### src/rtl/wdt_pkg.sv
package wdt_pkg;

  // Where the shared divider is placed.
  typedef enum logic {
    DIV_TO_TIMER = 1'b0,
    DIV_TO_WDT   = 1'b1
  } div_route_e;

  // Indices into the synchronised strobe vector.
  localparam int STB_CLR   = 0;
  localparam int STB_SLEEP = 1;
  localparam int STB_TMR   = 2;
  localparam int STB_COUNT = 3;

endpackage

### src/rtl/wdt_sync.sv
module wdt_sync #(
  parameter int WIDTH  = 3,
  parameter int STAGES = 2
) (
  input  logic             clk,
  input  logic             rst_n,
  input  logic [WIDTH-1:0] async_in,
  output logic [WIDTH-1:0] rise
);

  logic [STAGES-1:0][WIDTH-1:0] stage_q, stage_d;
  logic [WIDTH-1:0]             prev_q;
  logic [WIDTH-1:0]             level;

  always_comb begin
    stage_d[0] = async_in;
    for (int s = 1; s < STAGES; s++) begin
      stage_d[s] = stage_q[s-1];
    end
  end

  assign level = stage_q[STAGES-1];
  assign rise  = level & ~prev_q;

  always_ff @(posedge clk or negedge rst_n) begin
    if (!rst_n) begin
      stage_q <= '0;
      prev_q  <= '0;
    end else begin
      stage_q <= stage_d;
      prev_q  <= level;
    end
  end

  // a held level produces a single edge event
  a_r2_single_edge: assert property (@(posedge clk) disable iff (!rst_n)
    (rise != '0) |=> ((rise & $past(rise)) == '0));

endmodule

### src/rtl/wdt_counter.sv
module wdt_counter #(
  parameter int CNT_W = 8
) (
  input  logic clk,
  input  logic rst_n,
  input  logic en,
  input  logic restart,
  output logic ovf
);

  localparam logic [CNT_W-1:0] CNT_MAX = {CNT_W{1'b1}};

  logic [CNT_W-1:0] cnt_q, cnt_d;

  always_comb begin
    if (!en || restart) begin
      cnt_d = '0;
    end else begin
      cnt_d = cnt_q + CNT_W'(1);
    end
  end

  assign ovf = en & ~restart & (cnt_q == CNT_MAX);

  always_ff @(posedge clk or negedge rst_n) begin
    if (!rst_n) begin
      cnt_q <= '0;
    end else begin
      cnt_q <= cnt_d;
    end
  end

  // a restart leaves the count at zero
  a_r4_cnt_restart: assert property (@(posedge clk) disable iff (!rst_n)
    restart |=> (cnt_q == '0));

  // disabled watchdog keeps its count idle
  a_r7_cnt_idle: assert property (@(posedge clk) disable iff (!rst_n)
    !en |=> (cnt_q == '0));

  // enabled and not restarted, the count advances by one
  a_r2_cnt_step: assert property (@(posedge clk) disable iff (!rst_n)
    (en && !restart) |=> (cnt_q == CNT_W'($past(cnt_q) + 1)));

endmodule

### src/rtl/wdt_divider.sv
module wdt_divider #(
  parameter int TAPS = 8,
  localparam int SEL_W = $clog2(TAPS),
  localparam int CW    = TAPS - 1
) (
  input  logic             clk,
  input  logic             rst_n,
  input  logic             src,
  input  logic             clr,
  input  logic [SEL_W-1:0] sel,
  output logic             pulse
);

  logic [CW-1:0]   cnt_q, cnt_d;
  logic [TAPS-1:0] tap;

  // Tap k fires on the event that completes a group of 2^k events.
  assign tap[0] = src;
  generate
    for (genvar k = 1; k < TAPS; k++) begin : g_tap
      assign tap[k] = src & (&cnt_q[k-1:0]);
    end
  endgenerate

  assign pulse = tap[sel] & ~clr;

  always_comb begin
    if (clr) begin
      cnt_d = '0;
    end else if (src) begin
      cnt_d = cnt_q + CW'(1);
    end else begin
      cnt_d = cnt_q;
    end
  end

  always_ff @(posedge clk or negedge rst_n) begin
    if (!rst_n) begin
      cnt_q <= '0;
    end else begin
      cnt_q <= cnt_d;
    end
  end

  // clearing the divider empties its count
  a_r4_div_clear: assert property (@(posedge clk) disable iff (!rst_n)
    clr |=> (cnt_q == '0));

  // without a source event the divider holds
  a_r8_div_hold: assert property (@(posedge clk) disable iff (!rst_n)
    (!src && !clr) |=> $stable(cnt_q));

endmodule

### src/rtl/watchdog_ps.sv
module watchdog_ps
  import wdt_pkg::*;
#(
  parameter int CNT_W       = 8,
  parameter int TAPS        = 8,
  parameter int SYNC_STAGES = 2,
  localparam int SEL_W      = $clog2(TAPS)
) (
  input  logic             wdt_clk,
  input  logic             rst_n,
  input  logic             cfg_en,
  input  logic             clr_req,
  input  logic             sleep_req,
  input  logic             tmr_src,
  input  logic             div_route,
  input  logic [SEL_W-1:0] div_ratio,
  output logic             rst_req,
  output logic             wake_req,
  output logic             to_n,
  output logic             tmr_tick
);

  // Reset: asynchronous assertion, synchronous release.
  logic [1:0] rsync_q;
  logic       arst_n;

  always_ff @(posedge wdt_clk or negedge rst_n) begin
    if (!rst_n) begin
      rsync_q <= '0;
    end else begin
      rsync_q <= {rsync_q[0], 1'b1};
    end
  end
  assign arst_n = rsync_q[1];

  // Strobe synchronisation.
  logic [STB_COUNT-1:0] stb_in, stb_rise;
  logic                 clr_rise, slp_rise, tmr_rise, restart;

  always_comb begin
    stb_in            = '0;
    stb_in[STB_CLR]   = clr_req;
    stb_in[STB_SLEEP] = sleep_req;
    stb_in[STB_TMR]   = tmr_src;
  end

  wdt_sync #(.WIDTH(STB_COUNT), .STAGES(SYNC_STAGES)) u_sync (
    .clk      (wdt_clk),
    .rst_n    (arst_n),
    .async_in (stb_in),
    .rise     (stb_rise)
  );

  assign clr_rise = stb_rise[STB_CLR];
  assign slp_rise = stb_rise[STB_SLEEP];
  assign tmr_rise = stb_rise[STB_TMR];
  assign restart  = clr_rise | slp_rise;

  // Watchdog count and shared divider.
  div_route_e route;
  logic       psa, wd_ovf, div_src, div_clr, div_pulse, timeout;

  assign route = div_route_e'(div_route);
  assign psa   = (route == DIV_TO_WDT);

  wdt_counter #(.CNT_W(CNT_W)) u_count (
    .clk     (wdt_clk),
    .rst_n   (arst_n),
    .en      (cfg_en),
    .restart (restart),
    .ovf     (wd_ovf)
  );

  assign div_src = psa ? wd_ovf : tmr_rise;
  assign div_clr = psa & restart;

  wdt_divider #(.TAPS(TAPS)) u_div (
    .clk   (wdt_clk),
    .rst_n (arst_n),
    .src   (div_src),
    .clr   (div_clr),
    .sel   (div_ratio),
    .pulse (div_pulse)
  );

  assign timeout = psa ? div_pulse : wd_ovf;

  // Request, status and tick registers.
  logic asleep_q, asleep_d;
  logic rst_q, rst_d, wake_q, wake_d, to_q, to_d, tick_q, tick_d;

  always_comb begin
    asleep_d = asleep_q;
    if (timeout) begin
      asleep_d = 1'b0;
    end else if (slp_rise) begin
      asleep_d = 1'b1;
    end

    to_d = to_q;
    if (timeout) begin
      to_d = 1'b0;
    end else if (clr_rise) begin
      to_d = 1'b1;
    end

    rst_d  = timeout & ~asleep_q;
    wake_d = timeout & asleep_q;
    tick_d = ~psa & div_pulse;
  end

  always_ff @(posedge wdt_clk or negedge arst_n) begin
    if (!arst_n) begin
      asleep_q <= 1'b0;
      to_q     <= 1'b1;
      rst_q    <= 1'b0;
      wake_q   <= 1'b0;
      tick_q   <= 1'b0;
    end else begin
      asleep_q <= asleep_d;
      to_q     <= to_d;
      rst_q    <= rst_d;
      wake_q   <= wake_d;
      tick_q   <= tick_d;
    end
  end

  assign rst_req  = rst_q;
  assign wake_req = wake_q;
  assign to_n     = to_q;
  assign tmr_tick = tick_q;

  // a time-out turns into exactly one kind of request
  a_r5_one_request: assert property (@(posedge wdt_clk) disable iff (!arst_n)
    !(rst_req && wake_req));

  // any request comes with the status flag low
  a_r6_flag_low: assert property (@(posedge wdt_clk) disable iff (!arst_n)
    (rst_req || wake_req) |-> !to_n);

  // the status flag only returns high after a clear
  a_r6_flag_set_by_clear: assert property (@(posedge wdt_clk) disable iff (!arst_n)
    $rose(to_n) |-> $past(clr_rise));

  // disabled watchdog raises nothing
  a_r7_off_silent: assert property (@(posedge wdt_clk) disable iff (!arst_n)
    !cfg_en |=> !(rst_req || wake_req));

  // divider routed to the watchdog gives no timer tick
  a_r8_tick_quiet: assert property (@(posedge wdt_clk) disable iff (!arst_n)
    psa |=> !tmr_tick);

  // a restart cycle never yields a request
  a_r9_clear_wins: assert property (@(posedge wdt_clk) disable iff (!arst_n)
    restart |=> !(rst_req || wake_req));

endmodule

### config.mk
export PLATFORM = sky130hd
export DESIGN_NAME = watchdog_ps
export DESIGN_NICKNAME = d
export VERILOG_FILES = /design/src/rtl/wdt_pkg.sv /design/src/rtl/wdt_sync.sv /design/src/rtl/wdt_counter.sv /design/src/rtl/wdt_divider.sv /design/src/rtl/watchdog_ps.sv
export SDC_FILE = /design/constraint.sdc
export NUM_CORES = 1
export LEC_CHECK = 0
export CAP_MARGIN = 5
export CORE_MARGIN = 2
export CORE_UTILIZATION = 58
export DETAILED_ROUTE_END_ITERATION = 8
export PLACE_DENSITY = 0.89
export SLEW_MARGIN = 20
export SYNTH_ARGS = -nofsm -noshare
export SYNTH_HDL_FRONTEND = slang
export SYNTH_SLANG_ARGS = --single-unit
### constraint.sdc
create_clock -name wdt_clk -period 2.7 [get_ports wdt_clk]
set_clock_uncertainty 0.05 [all_clocks]
set_input_delay 0.54 -clock wdt_clk [delete_from_list [all_inputs] [get_ports wdt_clk]]
set_output_delay 0.54 -clock wdt_clk [all_outputs]
set_load 0.05 [all_outputs]
==> results of run 1 <==
==> area by class of cell <==
class / count / area, µm²
clock buffer: 8 / 68.82
timing repair buffer: 14 / 137.6
multi-input combinational: 78 / 484.2
inverter: 4 / 15.01
fill: 164 / 629.4
sequential: 31 / 778.2
tap: 28 / 35.03
==> routing by layer <==
metal	part of all wire	up-vias	global-route usage
met2	0.52	27	0.3506
met3	0.042	4	0.07895
met5	0	-	0
met4	0.014	0	0.1036
li1	-	438	-
met1	0.42	422	0.2349
==> path summary, 6_finish.rpt <==
| check | startpoint | to | slack [ns] | depth (start not counted) |
|---|---|---|---|---|
| max in group asynchronous | rsync_q[1] | u_count.cnt_q[3] | 1.98 | 0 |
| worst min register to register | rsync_q[1] | u_div.cnt_q[1] | 0.22 | 0 |
| min in group wdt_clk | u_sync.stage_d[5] | u_sync.level[2] | 0.30 | 0 |
| worst min-delay path | rsync_q[1] | u_div.cnt_q[1] | 0.22 | 0 |
| worst max register to register | u_div.cnt_q[0] | rst_req | 0.58 | 8 |
| worst max-delay path | to_n | to_n | 0.47 | 1 |
==> stage by stage <==
stage	total power [µW]	cells	setup WS (ns)	util
CTS	857.8	163	0.4476	0.7065
detailed placement	561.9	155	0.2561	0.6744
finish	844.2	163	0.4739	0.7070
global placement	558.1	155	0.3207	0.6744
floorplan	533.2	114	0.8406	-
global route	892.2	163	0.4100	0.7070
==> kinds of logic (layout without fill, tap and decap cells) <==
| family | after synthesis | after routing | share of synthesized area |
|---|---|---|---|
| other | 1 | 1 | 0.002927 |
| DFF | 31 | 31 | 0.6064 |
| muxes | 1 | 1 | 0.007813 |
| xor gates and xnor gates | 5 | 5 | 0.03419 |
| buffers and inverters | 5 | 26 | 0.01562 |
| AOI/OAI and AO/OA | 22 | 22 | 0.1064 |
| adders and majority gates | 4 | 4 | 0.03906 |
| and+or+nand+nor | 45 | 45 | 0.1875 |
==> power groups by stage <==
stage / clock network, µW / registers [µW] / logic [µW]
6_report: 292 / 498 / 54.2
3_3_place_gp: 0 / 506 / 51.7
2_1_floorplan: 0 / 504 / 29.0
3_5_place_dp: 0 / 508 / 53.9
4_1_cts: 305 / 499 / 54.4
5_1_grt: 328 / 503 / 61.5
==> cells in the mapped netlist (3+ instances only) <==
master | number | area (µm²)
a21oi_1 | 11 | 55.05
dfrtp_1 | 30 | 750.7
ha_1 | 4 | 50.05
inv_1 | 4 | 15.01
nand2_1 | 10 | 37.54
nand3_1 | 6 | 30.03
nor2_1 | 9 | 33.78
o21ai_0 | 3 | 15.01
o31ai_1 | 3 | 22.52
or3_1 | 3 | 18.77
xnor2_1 | 3 | 26.28
==> state kept, by name, summed over array words and instances (netlist names) <==
| register | flops |
|---|---|
| u_div.cnt_q | 7 |
| to_n | 1 |
| wake_req | 1 |
| u_sync.prev_q | 3 |
| u_sync.stage_d | 3 |
| tmr_tick | 1 |
| asleep_q | 1 |
| u_count.cnt_q | 8 |
| rsync_q | 2 |
| rst_req | 1 |
| u_sync.level | 3 |
==> cells in the final DEF (no fill, tap or decap), drive strengths merged, types with 3 or more instances in the layout <==
cell	count
ha	4
o21ai	3
clkbuf	8
clkdlybuf4s50	13
nand2	10
o31ai	3
inv	4
a21oi	11
nand3	6
or3	4
nor2	9
dfrtp	30
xnor2	3
==> reports/results.ini, run 1 <==
[outcome]
outcome=completed

[synth]
yosysUniqueCellTypes=33
synth_area_um2=1281
synth_edf_count=0
netlist_instances=114
synth_nets=128
async_reset_ff_frac=1.000
syn_area_per_cell_um2=11.24
ys_ff_latch=31
yosysWarnings=0
yosysSeqAreaShare=0.6064
yosys_most_used_dff=dfrtp_1

[grt]
grt_usage=0.2101
gr-total-overflow=0
grt_pass1_vias=929
grt_max_degree=30
grt_pass1_wl_um=3870
antenna_found_initial=0

[final_layout]
drive_gt1_frac=0.09630
final_area_um2=1519
n_antenna_cell=0
area_growth_pct=18.55
nets=148

[place]
hpwl_um=1610
gp_congestion=0.7605
placed_area_um2=1449
portBuffers=13

[run]
cap_violations=0

[setup_path]
cp_slowest_cell=clkdlybuf4s50_1
cpLargestDelayFamily=buffers and inverters
end_kind=output port
max_stage_delay_ns=0.79
critPathLaunchType=register
cp_max_fo=2
crit_required_ns=2.11
cp_cell_sequence=clkdlybuf4s50_1
worst-path-buf-inv=1
crit_type=register to output port
crit_arrival_ns=1.64

[timing]
slew_headroom=0.6041
setup_viol=0
fmaxAchievable_mhz=449.2
hold_viol_final=0
drv_slew=0
finalSetupTns_ns=0
period_minus_slack_ns=2.226
rsz0062_at_grt=false
timing.hold.ws_ns=0.2202
worst_slew_pin_slew_ns=0.5939
fin_crit_sh=0.8245

[power]
p_sw_frac=0.2172
combPwrFrac=0.064
clkPwrFrac=0.346
switchingPower_uw=183.4
internal_power_uw=660.9
powerDensity_nw_per_um2=555.8
p_leak_uw=0.0006757
pwr-share-seq=0.590
peakVddDrop_mv=0.4669

[clocking]
clk_pin_slew_ns=0.09
cts-root-buf=clkbuf_4
postCtsSetupBuffers=0
insertion_delay_ns=0.31
htreeDepth=2
cts_resized=0
cts_buffer_depth=2
cts_tree=done
numCtsBuffers=5
cts.sinks=31
cts-hold-fix-buffers=0

[drt]
drc=0
vias=891
routed_wl_um=2168
ant_nets=0
dr.pass1.iters=4
vias_per_cell=5.466
drt_iter0_drc=17
post_drt_wl_per_cell_um=13.30

[floorplan]
start_util=0.5964
io_pins=14
design.die.area_um2=2601
die_w_um=51
core_um2=2148
die_h_um=51
rows=17

[worst_hold_path]
hp-class=register to asynchronous set/reset pin

No activity file was read; power rests on OpenSTA's default activity.
==> inputs of run 2 (changes only) <==
- CORE_UTILIZATION: 58 -> 49
- PLACE_DENSITY: 0.89 -> 0.81
- clock period: 2.7 -> 1.85 ns (I/O delays scaled with it)
==> run 2 against run 1 <==
  * Final area increased by 6.6%
  * Sequential power grew 44%
  * Via count increased by 7.3%
  * First-iteration DRC count increased by 18%
  * Non-clock buffer count up 12
  * Wire length rose by 16%
  * Worst setup slack lost 0.43 ns
  * Utilization shrank 5.4 points
  * Critical path type is now register to register
  * Largest cell class unchanged
  * Highest routed layer unchanged
==> reports/results.ini, run 2 (synthesis results as in run 1) <==
[final_layout]
area_growth_pct=26.37
n_antenna_cell=0
drive_gt1_frac=0.2329
top_register=u_count.cnt_q
top_regs=u_count.cnt_q (8), u_div.cnt_q (7)
final_common_cell=dfrtp_1
n_fill_cell=195
largest_reg_flops=8
nets=160
layout_common_cells=30 x dfrtp_1, 17 x buf_4, 11 x a21oi_1

[floorplan]
io_pins=14
core_um2=2477
die_h_um=55.14
start_util=0.5172
design.die.area_um2=3040
rows=18
die_w_um=55.14

[grt]
grt_pass1_vias=969
gr-total-overflow=0
grt_usage=0.2027
grt_max_degree=16
grt_pass1_wl_um=4091
antenna_found_initial=0

[clocking]
insertion_delay_ns=0.33
cts-hold-fix-buffers=0
cts.sinks=31
clk_pin_slew_ns=0.09
htreeDepth=2
cts_tree=done
cts_buffer_depth=2
numCtsBuffers=5
cts-root-buf=clkbuf_4

[timing]
setup_viol=0
drv_slew=0
slew_headroom=0.6158
fmaxAchievable_mhz=552.2
finalSetupTns_ns=0
period_minus_slack_ns=1.811
worst_slew_pin_slew_ns=0.5763
fin_crit_sh=0.9789
hold_viol_final=0

[setup_path]
r2r-start=u_sync.level[1]
cp_cell_sequence=nand2b_1 > nand3_1 > buf_4 > or3_1 > a211oi_2 > and2_1
end_kind=register
crit_required_ns=2.08
cp_max_fo=10
crit_type=register to register
r2r-end=wake_req
crit_arrival_ns=2.04
cp_slowest_cell=or3_1
critPathLaunchType=register
startpoint=u_sync.level[1]
worst-path-buf-inv=1
r2r_slack_ns=0.04
reg2reg_depth=6
cpLargestDelayFamily=simple AND/OR/NAND/NOR gates
worst-path-stages=6
max_stage_delay_ns=0.41
crit_end=wake_req

[place]
portBuffers=13
gp_congestion=0.8081
hpwl_um=1787

[drt]
dr.pass1.iters=4
vias_per_cell=5.432
ant_nets=0
vias=956
post_drt_wl_per_cell_um=14.35
drc=0
drt_iter0_drc=20
routed_wl_um=2525

[power]
powerDensity_nw_per_um2=760.1
p_leak_uw=0.0007396
peakVddDrop_mv=0.6510
power_uw=1231

[worst_hold_path]
hp-class=input port to asynchronous set/reset pin

[outcome]
outcome=completed

[run]
cap_violations=0

[run 2: cell types whose count changed in the layout (fill, tap and decap cells not counted), sizes merged]
| cell | delta |
|---|---|
| clkdlybuf4s50 | -4 |
| buf | +16 |
| clkbuf | -2 |
| clkinv | +1 |
[run 2: repair_timing]
item / in CTS / in global routing
endpoints found under the setup margin: 0 / 11
buffers inserted: 0 / 2
gates resized for setup: 0 / 6
[run 2: worst min path at each step]
stage	startpoint	endpoint	slack, ns
after global placement	rsync_q[1]	u_sync.stage_d[5]	0.18
after detailed placement	rsync_q[1]	u_sync.stage_d[5]	0.20
after global routing	rst_n	rsync_q[1]	0.13
after CTS	rst_n	rsync_q[0]	0.13
final	rst_n	rsync_q[0]	0.15
after floorplan	rst_n	rsync_q[0]	0.02
[run 2: power by group]
group          internal, µW  switching, µW  total (µW)
clock network           176            218         393
registers               701           18.2         719
logic                  63.2           55.4         119
[run 2: area by class of cell]
cell class	instances	area [µm²]	share of cell area
sequential	31	777.0	0.4799
inverter	4	15.01	0.009274
clock buffer	6	51.30	0.03168
multi-input combinational	78	515.5	0.3184
timing repair buffer	26	217.7	0.1345
tap	30	37.54	0.02318
clock inverter	1	5.005	0.003091
[run 2: metal layers]
metal	vias to the layer above	routed length, µm	track usage
met5	-	0	0
li1	463	-	-
met2	21	1316	0.3710
met3	9	119	0.07258
met1	463	1009	0.2064
met4	0	80	0.08537
[run 2: worst reg2reg max path: cells and delay by family (launching register included)]
| family | cells | cell delay (ns) |
|---|---|---|
| buffers and inverters | 1 | 0.20 |
| DFF | 1 | 0.40 |
| and+or+nand+nor | 4 | 0.88 |
| AOI/OAI and AO/OA | 1 | 0.24 |
[run 2: through the flow]
stage / util / cell area, µm² / setup WS (ns) / cells / hold slack [ns]
floorplan: - / 1286 / 0.06783 / 114 / 0.02441
finish: 0.6535 / 1619 / 0.03905 / 176 / 0.1485
CTS: 0.6369 / 1578 / 0.01240 / 174 / 0.1308
global route: 0.6535 / 1619 / -0.03911 / 176 / 0.1318
detailed placement: 0.6141 / 1521 / -0.2954 / 167 / 0.2042
global placement: 0.6141 / 1521 / -0.2199 / 167 / 0.1769
==> inputs of run 3 (changes only) <==
- clock period: 1.85 -> 1.46 ns (I/O delays scaled with it)
==> run 3 against run 2 <==
  * Die area did not move
  * Worst setup slack got worse by 0.34 ns
  * Final area rose by 24%
  * Power rose by 48%
  * Flip-flop and latch count did not move
  * Global-route usage rose by 4.1 points
  * Hold slack got worse by 0.091 ns
  * Register-to-register slack got worse by 0.32 ns
  * The flow now finishes with violations (setup timing)
  * Critical path depth did not move
==> reports/results.ini, run 3 (synthesis results as in run 1) <==
[power]
power_uw=1828
p_sw_frac=0.2294
switchingPower_uw=419.2
internal_power_uw=1408
p_leak_uw=0.0008766
pwr-share-seq=0.500
powerDensity_nw_per_um2=910.6
combPwrFrac=0.116
peakVddDrop_mv=0.9556
clkPwrFrac=0.384

[drt]
post_drt_wl_per_cell_um=15.99
routed_wl_um=3182
drt_iter0_drc=22
vias=1088
drc=0
ant_nets=0
dr.pass1.iters=4
vias_per_cell=5.467

[final_layout]
final_common_cell=buf_4
largest_reg_flops=8
top_regs=u_count.cnt_q (8), u_div.cnt_q (7)
stdcell_count=199
nets=182
drive_gt1_frac=0.4556
top_register=u_count.cnt_q
n_fill_cell=145
layout_common_cells=34 x buf_4, 30 x dfrtp_1, 9 x nor2_1, 9 x clkdlybuf4s50_1
area_growth_pct=56.64
n_antenna_cell=0

[grt]
grt_usage=0.2439
grt_pass1_wl_um=4816
antenna_found_initial=0
gr-total-overflow=0
grt_max_degree=22
grt_pass1_vias=1156

[floorplan]
core_um2=2477
io_pins=14
die_h_um=55.14
design.die.area_um2=3040
die_w_um=55.14
rows=18
start_util=0.5172

[outcome]
outcome=finished with violations
violations=setup timing

[clocking]
htreeDepth=2
numCtsBuffers=5
cts_buffer_depth=2
clk_pin_slew_ns=0.09
cts-root-buf=clkbuf_4
cts_tree=done
cts-hold-fix-buffers=0
cts.sinks=31
insertion_delay_ns=0.34

[worst_hold_path]
hp-class=input port to asynchronous set/reset pin

[timing]
drv_slew=0
setup_viol=13
period_minus_slack_ns=1.757
fmaxAchievable_mhz=569.1
hold_viol_final=0
rsz0062_at_grt=true
fin_crit_sh=1.204
timing.final.ws_setup_ns=-0.2973

[setup_path]
critPathLaunchType=input port
cp_max_fo=5
crit_required_ns=1.64
end_kind=register
crit_type=input port to register
crit_arrival_ns=1.94

[place]
hpwl_um=2098
gp_congestion=0.8164
dp.cells=186
portBuffers=13
post-place-ws_ns=-0.5682

[run]
cap_violations=0

## run 3: cell count changes in the layout (fill, tap and decap cells not counted), moves of 3 or more
cell     delta
a21oi_1     -8
a21oi_2     +8
buf_12      +5
buf_4      +17
ha_4        +3
## run 3: final timing paths
kind                                    from              end  slack, ns  cells past startpoint
max in group asynchronous         rsync_q[1]             to_n       0.72                      1
setup / recovery                   div_route   u_div.cnt_q[5]      -0.30                      6
min in group wdt_clk       u_sync.stage_d[4]  u_sync.level[1]       0.30                      0
hold / removal                         rst_n       rsync_q[1]       0.06                      1
hold reg to reg                   rsync_q[1]   u_div.cnt_q[3]       0.12                      0
setup reg to reg              u_div.cnt_q[0]          rst_req      -0.28                      8
## run 3: power groups by stage
stage / registers, µW / clock network [µW] / logic [µW]
6_report: 913 / 702 / 212
5_1_grt: 917 / 751 / 237
4_1_cts: 907 / 714 / 191
3_5_place_dp: 925 / 0 / 170
3_3_place_gp: 921 / 0 / 163
2_1_floorplan: 933 / 0 / 55.4
## run 3: per-stage QoR
stage / utilization / hold slack (ns) / instance area [µm²] / TNS, ns
after floorplan: - / -0.05359 / 1297 / -1.073
after global placement: 0.7015 / 0.1085 / 1738 / -5.000
after detailed placement: 0.7015 / 0.1260 / 1738 / -5.881
after CTS: 0.7778 / 0.05699 / 1927 / -1.674
after global routing: 0.8101 / 0.04019 / 2007 / -2.889
final: 0.8101 / 0.05801 / 2007 / -2.006
## run 3: repair_timing
item / in CTS / in global routing
pin swaps: 4 / 14
resized for setup: 15 / 14
hold endpoints to repair: 0 / 0
endpoints found under the setup margin: 12 / 14
setup buffers: 4 / 3
## run 3: worst max-delay path, stage by stage
cell	delay [ns]
clkdlybuf4s50_1	0.53
nand4_1	0.15
o31a_1	0.37
buf_4	0.18
o31ai_1	0.30
a21oi_1	0.11
## run 3: area by class of cell
cell class | count | area, µm² | share of cell area
Sequential cell | 31 | 777.0 | 0.3872
Multi-Input combinational cell | 78 | 645.6 | 0.3217
Timing Repair Buffer | 48 | 445.4 | 0.2219
Clock buffer | 6 | 51.30 | 0.02556
Tap cell | 30 | 37.54 | 0.01870
Clock inverter | 2 | 35.03 | 0.01746
Inverter | 4 | 15.01 | 0.007481
## run 3: metal layers
metal  share of wire  track usage  wire length, µm
met4           0.020      0.08943               65
met5               0            0                0
met3           0.051       0.1022              161
met1            0.38       0.2355             1198
met2            0.55       0.4563             1757
